`config.mk`:
```
export PLATFORM = sky130hd
export DESIGN_NAME = irq_event_filter
export DESIGN_NICKNAME = d
export VERILOG_FILES = /design/src/rtl/irq_filt_pkg.sv /design/src/rtl/irq_line_eval.sv /design/src/rtl/irq_prev_store.sv /design/src/rtl/irq_event_filter.sv
export SDC_FILE = /design/constraint.sdc
export NUM_CORES = 1
export LEC_CHECK = 0
export ABC_AREA = 1
export BUFFER_PORTS_ARGS = -buffer_cell sky130_fd_sc_hd__buf_2
export CAP_MARGIN = 30
export CORE_MARGIN = 5
export CORE_UTILIZATION = 35
export CTS_CLUSTER_DIAMETER = 100
export DETAILED_ROUTE_END_ITERATION = 6
export MAX_ROUTING_LAYER = met4
export PLACE_DENSITY = 0.73
export SYNTH_ARGS = -nofsm -noshare
export SYNTH_HDL_FRONTEND = slang
export SYNTH_SLANG_ARGS = --single-unit
```
`constraint.sdc`:
```
create_clock -name clk -period 0.8 [get_ports clk]
set_input_delay 0.16 -clock clk [delete_from_list [all_inputs] [get_ports clk]]
set_output_delay 0.16 -clock clk [all_outputs]
set_load 0.02 [all_outputs]
```
`src/rtl/irq_filt_pkg.sv`:
```
package irq_filt_pkg;

    localparam int unsigned MODE_W = 3;

    typedef enum logic [MODE_W-1:0] {
        TRIG_RISE = 3'd0,
        TRIG_FALL = 3'd1,
        TRIG_BOTH = 3'd2,
        TRIG_HIGH = 3'd3,
        TRIG_LOW  = 3'd4
    } trig_e;

    typedef enum logic {
        ST_IDLE   = 1'b0,
        ST_REPORT = 1'b1
    } rep_state_e;

endpackage

```
`src/rtl/irq_line_eval.sv`:
```
module irq_line_eval
    import irq_filt_pkg::*;
(
    input  logic              en,
    input  logic [MODE_W-1:0] mode,
    input  logic              prev_lvl,
    input  logic              new_lvl,
    input  logic              flag,
    output logic              hit
);
    logic moved;
    logic went_up;
    logic went_down;
    logic hidden_pulse;
    logic raw;

    always_comb begin
        moved        = prev_lvl ^ new_lvl;
        went_up      = moved & new_lvl;
        went_down    = moved & ~new_lvl;
        hidden_pulse = flag & ~moved;
        unique case (mode)
            TRIG_RISE: raw = went_up   | hidden_pulse;
            TRIG_FALL: raw = went_down | hidden_pulse;
            TRIG_BOTH: raw = moved     | hidden_pulse;
            TRIG_HIGH: raw = new_lvl;
            TRIG_LOW:  raw = ~new_lvl;
            default:   raw = 1'b0;
        endcase
        hit = en & raw;
    end
endmodule

```
`src/rtl/irq_prev_store.sv`:
```
module irq_prev_store #(
    parameter int unsigned WIDTH = 8
) (
    input  logic             clk,
    input  logic             rst_n,
    input  logic             load,
    input  logic [WIDTH-1:0] next_lvl,
    output logic [WIDTH-1:0] lvl_q
);
    always_ff @(posedge clk or negedge rst_n) begin
        if (!rst_n) begin
            lvl_q <= '0;
        end else if (load) begin
            lvl_q <= next_lvl;
        end
    end
endmodule

```
`src/rtl/irq_event_filter.sv`:
```
module irq_event_filter
    import irq_filt_pkg::*;
#(
    parameter int unsigned N_LINES = 8
) (
    input  logic                      clk,
    input  logic                      rst_n,
    input  logic [N_LINES-1:0]        cfg_en,
    input  logic [MODE_W*N_LINES-1:0] cfg_mode,
    input  logic                      snap_valid,
    input  logic [N_LINES-1:0]        snap_status,
    input  logic [N_LINES-1:0]        snap_input,
    output logic                      pend_valid,
    output logic [N_LINES-1:0]        pend_bits
);
    localparam int unsigned MODE_BITS = MODE_W * N_LINES;

    rep_state_e           state_q;
    rep_state_e           state_d;
    logic [N_LINES-1:0]   prev_lvl;
    logic [N_LINES-1:0]   hits;
    logic [N_LINES-1:0]   bits_q;

    irq_prev_store #(.WIDTH(N_LINES)) u_prev (
        .clk      (clk),
        .rst_n    (rst_n),
        .load     (snap_valid),
        .next_lvl (snap_input),
        .lvl_q    (prev_lvl)
    );

    for (genvar i = 0; i < N_LINES; i++) begin : g_line
        irq_line_eval u_eval (
            .en       (cfg_en[i]),
            .mode     (cfg_mode[MODE_W*i +: MODE_W]),
            .prev_lvl (prev_lvl[i]),
            .new_lvl  (snap_input[i]),
            .flag     (snap_status[i]),
            .hit      (hits[i])
        );
    end

    always_comb begin
        state_d = state_q;
        unique case (state_q)
            ST_IDLE:   if (snap_valid)  state_d = ST_REPORT;
            ST_REPORT: if (!snap_valid) state_d = ST_IDLE;
            default:   state_d = ST_IDLE;
        endcase
    end

    always_ff @(posedge clk or negedge rst_n) begin
        if (!rst_n) begin
            state_q <= ST_IDLE;
        end else begin
            state_q <= state_d;
        end
    end

    always_ff @(posedge clk or negedge rst_n) begin
        if (!rst_n) begin
            bits_q <= '0;
        end else if (snap_valid) begin
            bits_q <= hits;
        end else begin
            bits_q <= '0;
        end
    end

    assign pend_valid = (state_q == ST_REPORT);
    assign pend_bits  = bits_q;

    logic unused_width;
    assign unused_width = (MODE_BITS == 0);
endmodule

```
==> flow_metrics.py, run 1 <==
metrics = {
    "cells_and_area": {
        "final_common_cell": "nand2_1",
        "layout_common_cells": "nand2_1 (62), buf_2 (50), nor2_1 (24)",
        "nets": 301,
        "antenna_cells": 0,
        "synthToLayoutAreaGrowth_pct": 48.6,
        "finalNonFillerCells": 293,
        "final_layout_size_suffix_gt1_share_pct": 39.4,
        "postLayoutCellArea_um2": 1660,
    },
    "power_and_ir_drop": {
        "pwr-share-seq_pct": 47.1,
        "report.power.total_mw": 2.03,
        "p_per_area_nw_per_um2": 1220,
        "leakagePower_nw": 0.921,
        "netSwitchingFraction_pct": 30.8,
        "power.switching_uw": 624,
        "p_int_mw": 1.40,
        "pwr-share-clk_pct": 21.3,
        "p_comb_share_pct": 31.6,
        "peakVddDrop_uv": 528,
    },
    "timing": {
        "setup_violations": 17,
        "fmax_mhz": 1040,
        "tightest_slew_ps": 380,
        "hold_viol_final": 0,
        "layout_setup_ws_ps": -163,
        "fin_crit_ps": 963,
        "maxSlewViolCount": 0,
        "setup_tns_ps": -2070,
        "rsz0062_at_grt": "true",
        "fin_crit_sh_pct": 120,
        "clock_skew_ps": 11.0,
        "whs_ps": 124,
        "relSlewSlack_pct": 74.7,
    },
    "floorplanning": {
        "die_area_um2": 4420,
        "ios": 60,
        "die_w_um": 66.5,
        "dieHeight_um": 66.5,
        "core_um2": 3050,
        "start_util_pct": 36.6,
        "rows": 20,
    },
    "clock_tree": {
        "cts_sinks": 17,
        "cts.path.max_buffers": 2,
        "htreeDepth": 1,
        "cts-root-buf": "clkbuf_4",
        "clk_latency_ps": 280,
        "cts_buffers": 3,
        "cts_tree": "built",
        "cts.clk_slew.worst_paths_ps": 100,
    },
    "worst_setup_path": {
        "critical-path-slowest-cell": "dfrtp_1",
        "cp_slowest_stage_delay_ps": 400,
        "path_class": "reg2out",
        "critical-path-top-delay-family": "flip-flops",
        "start_kind": "register",
        "cp_max_fo": 1,
        "required_ps": 640,
        "cp_cell_sequence": "buf_6",
        "critical_path_arrival_ps": 800,
        "crit_path_end_kind": "output pin",
        "path_buf_inv": 1,
    },
    "routing": {
        "wl_per_cell_um": 9.61,
        "detail-route-antenna-nets": 0,
        "drc": 0,
        "drt-total-wl_um": 2820,
        "drt_iter0_drc": 65,
        "drtPass1Iterations": 4,
        "via_count": 1285,
        "viasPerCell": 4.39,
    },
    "global_routing": {
        "grt.overflow.total": 0,
        "grt_pass1_wl_um": 4410,
        "grt_max_degree": 18,
        "grt_pass1_vias": 1083,
        "antenna_found_initial": 0,
        "grtUsageTotal_pct": 13.1,
    },
    "place": {
        "dpl_cell_area_um2": 1490,
        "post-place-cells": 287,
        "io_buffers": 59,
        "dp_hpwl_um": 2180,
        "routabilityCongestion": 0.831,
    },
    "synthesis": {
        "synth.distinct_cells": 13,
        "netlist_area_um2": 1120,
        "yosysWarningCount": 0,
        "synth_nets": 232,
        "synth_seq_cells": 17,
        "syn_area_per_cell_um2": 6.17,
        "syn_inst": 181,
        "seq_area_frac_synth_pct": 38.1,
    },
    "run_status": {
        "status": "finished with violations",
        "violations": "setup timing",
    },
    "hold_path": {
        "hold_path.class": "in2reg",
    },
    "job": {
        "drv_cap": 0,
    },
}
-- through the flow --
| step | worst slack (ps) | utilization [%] |
|---|---|---|
| 3_5_place_dp | -116 | 48.8 |
| 5_1_grt | -232 | 54.4 |
| 3_3_place_gp | -77.0 | 48.8 |
| 4_1_cts | -170 | 52.6 |
| 6_report | -163 | 54.4 |
| 2_1_floorplan | -15.5 | - |
-- registers in the layout (all words and copies together), names as in the netlist --
register / cells
pend_valid: 1
pend_bits: 8
u_prev.lvl_q: 8
-- synth_stat cells --
cell / instances / area, um2
a21oi_1: 16 / 80.1
buf_4: 2 / 15.0
dfrtp_1: 17 / 425
inv_1: 17 / 63.8
inv_2: 8 / 30.0
nand2_1: 64 / 240
nand2_2: 1 / 6.26
nand3_1: 7 / 35.0
nand3_2: 1 / 10.0
nor2_1: 24 / 90.1
nor2_2: 1 / 6.26
o21ai_0: 21 / 105
o21ai_1: 2 / 10.0
-- area by class of cell --
cell class                 instances  area, um2
sequential                        17        425
fill                             304       1390
clock buffer                       4       26.3
multi-input combinational        137        649
tap                               44       55.1
inverter                          25       93.8
timing repair buffer              66        410
-- repair_timing --
item                                    in CTS  in global routing
pin swaps                                    2                 11
hold endpoints to repair                    17                  0
gates resized for setup                     23                 17
hold buffers                                 1                  0
setup buffers                                1                  1
endpoints found under the setup margin      17                 19
-- worst paths after layout --
kind	startpoint	endpoint	cells past startpoint	slack, ps
hold reg to reg	u_prev.lvl_q[7]	u_prev.lvl_q[7]	2	600
setup / recovery	pend_bits[7]	pend_bits[7]	1	-160
min in group asynchronous	rst_n	pend_bits[3]	2	330
setup reg to reg	u_prev.lvl_q[0]	pend_bits[0]	5	-120
max in group asynchronous	rst_n	pend_bits[0]	2	180
hold / removal	snap_input[3]	u_prev.lvl_q[3]	3	120
-- per-layer routing --
layer | track usage [%] | vias up | routed length, um
met3 | 0.843 | 2 | 184
met2 | 21.7 | 40 | 1350
met4 | 6.09 | 0 | 30
met1 | 16.4 | 536 | 1250
met5 | - | - | 0
li1 | - | 707 | -
-- kinds of logic after synthesis --
family,Yosys count,share of synthesized area (%)
AOI/OAI and AO/OA,39,17.5
buffers and inverters,27,9.74
DFF,17,38.1
and+or+nand+nor,98,34.7
-- power by group through the flow --
stage / clock [mW] / combinational (mW) / sequential (mW)
CTS: 0.460 / 0.598 / 0.955
global route: 0.511 / 0.728 / 0.964
detailed placement: 0 / 0.554 / 0.965
global placement: 0 / 0.549 / 0.964
floorplan: 0 / 0.269 / 0.986
finish: 0.432 / 0.640 / 0.955
(Power assumes the default switching activity.)
==> inputs of run 2 (changes only) <==
Settings changed: CORE_ASPECT_RATIO set to 0.5, PLACE_DENSITY 0.73 to 0.69.
==> run 2 against run 1 <==
  * The run still ends with setup timing left
  * Sequential power about the same
  * Register-to-register slack better by 20 ps
  * Critical path depth unchanged
  * Final area up 2.9%
  * Clock skew down 8.2 ps
  * Die area up 1.5%
  * Core utilization up 2.0 points
  * Global-route usage up 0.061 points
  * Critical path type unchanged
  * Largest cell class unchanged
==> flow_metrics.py, run 2 (synthesis results as in run 1) <==
metrics = {
    "worst_setup_path": {
        "cp_cell_sequence": "buf_6",
        "critical_path_arrival_ps": 770,
        "reg2reg_depth": 5,
        "required_ps": 640,
        "cp.depth": 1,
        "start_kind": "register",
        "crit_path_end_kind": "output pin",
        "path_buf_inv": 1,
        "critical-path-top-delay-family": "flip-flops",
        "cp_slowest_stage_delay_ps": 390,
        "critical-path-slowest-cell": "dfrtp_1",
        "rrSetupSlack_ps": -100,
        "cp_max_fo": 1,
        "path_class": "reg2out",
    },
    "timing": {
        "rsz0062_at_grt": "true",
        "layout_setup_ws_ps": -130,
        "fin_crit_sh_pct": 116,
        "fmax_mhz": 1080,
        "fin_crit_ps": 930,
        "clock_skew_ps": 2.78,
        "tightest_slew_ps": 402,
        "maxSlewViolCount": 0,
        "relSlewSlack_pct": 73.2,
        "hold_viol_final": 0,
        "setup_tns_ps": -1780,
        "setup_violations": 19,
    },
    "hold_path": {
        "hold_path.class": "in2reg",
        "whs_path_depth": 1,
    },
    "floorplanning": {
        "rows": 14,
        "start_util_pct": 36.9,
        "ios": 60,
        "die_area_um2": 4490,
        "core_um2": 3030,
        "dieHeight_um": 50.0,
        "die_w_um": 89.9,
    },
    "cells_and_area": {
        "nets": 304,
        "final_layout_size_suffix_gt1_share_pct": 41.7,
        "final_util_pct": 56.4,
        "final_common_cell": "nand2_1",
        "seq_area_um2": 425,
        "finalNonFillerCells": 292,
        "layout_common_cells": "nand2_1 (60), buf_2 (50), nor2_1 (24)",
        "antenna_cells": 0,
        "n_fill_cell": 305,
        "synthToLayoutAreaGrowth_pct": 52.9,
        "multiInputGateArea_um2": 664,
    },
    "power_and_ir_drop": {
        "netSwitchingFraction_pct": 30.3,
        "p_int_mw": 1.58,
        "p_per_area_nw_per_um2": 1330,
        "report.power.total_mw": 2.27,
        "leakagePower_nw": 0.948,
        "pwr-share-seq_pct": 42.1,
        "power.switching_uw": 688,
        "peakVddDrop_uv": 732,
        "p_comb_share_pct": 29.8,
        "pwr-share-clk_pct": 28.2,
    },
    "routing": {
        "drt_iter0_drc": 35,
        "drtPass1Iterations": 4,
        "viasPerCell": 4.60,
        "wl_per_cell_um": 10.4,
        "drt-total-wl_um": 3040,
        "drc": 0,
        "detail-route-antenna-nets": 0,
        "via_count": 1343,
    },
    "run_status": {
        "violations": "setup timing",
        "status": "finished with violations",
    },
    "clock_tree": {
        "cts.path.max_buffers": 2,
        "cts.clk_slew.worst_paths_ps": 70,
        "cts-root-buf": "clkbuf_8",
        "cts_buffers": 3,
        "cts_sinks": 17,
        "clk_latency_ps": 250,
        "cts_tree": "built",
        "htreeDepth": 1,
    },
    "global_routing": {
        "grt_pass1_vias": 1175,
        "grt.overflow.total": 0,
        "grt_pass1_wl_um": 4830,
        "grt_max_degree": 18,
        "grtUsageTotal_pct": 13.2,
        "antenna_found_initial": 0,
    },
    "place": {
        "pre_cts_slack_ps": -99.3,
        "post-place-cells": 283,
        "io_buffers": 59,
        "routabilityCongestion": 0.840,
        "dp_hpwl_um": 2360,
    },
    "job": {
        "drv_cap": 0,
    },
}
==> run 2: cell type report <==
class / instances / share of cell area (%)
flip-flops and latches: 17 / 24.9
inverters: 25 / 5.49
repair buffers: 69 / 25.1
well taps: 40 / 2.93
clock buffers: 4 / 2.64
multi-input cells: 137 / 38.9
==> run 2: worst paths after layout <==
check / from / end
worst max register to register: u_prev.lvl_q[4] / pend_bits[4]
max in group asynchronous: rst_n / pend_bits[2]
worst min register to register: u_prev.lvl_q[3] / u_prev.lvl_q[3]
worst max-delay path: pend_bits[7] / pend_bits[7]
worst min-delay path: snap_valid / pend_valid
min in group asynchronous: rst_n / pend_valid
==> run 2: routing by layer <==
layer  wire (um)  share of wire, %  vias to the layer above  global-route usage [%]
met5           0                 0                        -                       -
met4          16              0.53                        0                    2.97
met3         136               4.5                        2                    3.04
met2        1650                54                       28                    24.4
met1        1240                41                      604                    14.7
li1            -                 -                      709                       -
==> run 2: stage by stage <==
step	hold slack [ps]	instance area [um2]
6_report	105	1710
3_3_place_gp	116	1490
5_1_grt	105	1710
3_5_place_dp	118	1490
4_1_cts	98.1	1630
2_1_floorplan	-136	1120
==> run 2: repair_timing <==
item,CTS,global route
endpoints found under the setup margin,17,20
hold buffers,1,0
resized for setup,28,16
endpoints found under the hold margin,17,0
buffers inserted,1,3
pin swaps,5,9
==> run 2: power by group through the flow <==
stage,registers [mW],clock network [mW],logic [mW]
3_5_place_dp,0.964,0,0.560
4_1_cts,0.954,0.669,0.618
2_1_floorplan,0.986,0,0.269
3_3_place_gp,0.963,0,0.546
5_1_grt,0.963,0.712,0.760
6_report,0.955,0.639,0.676
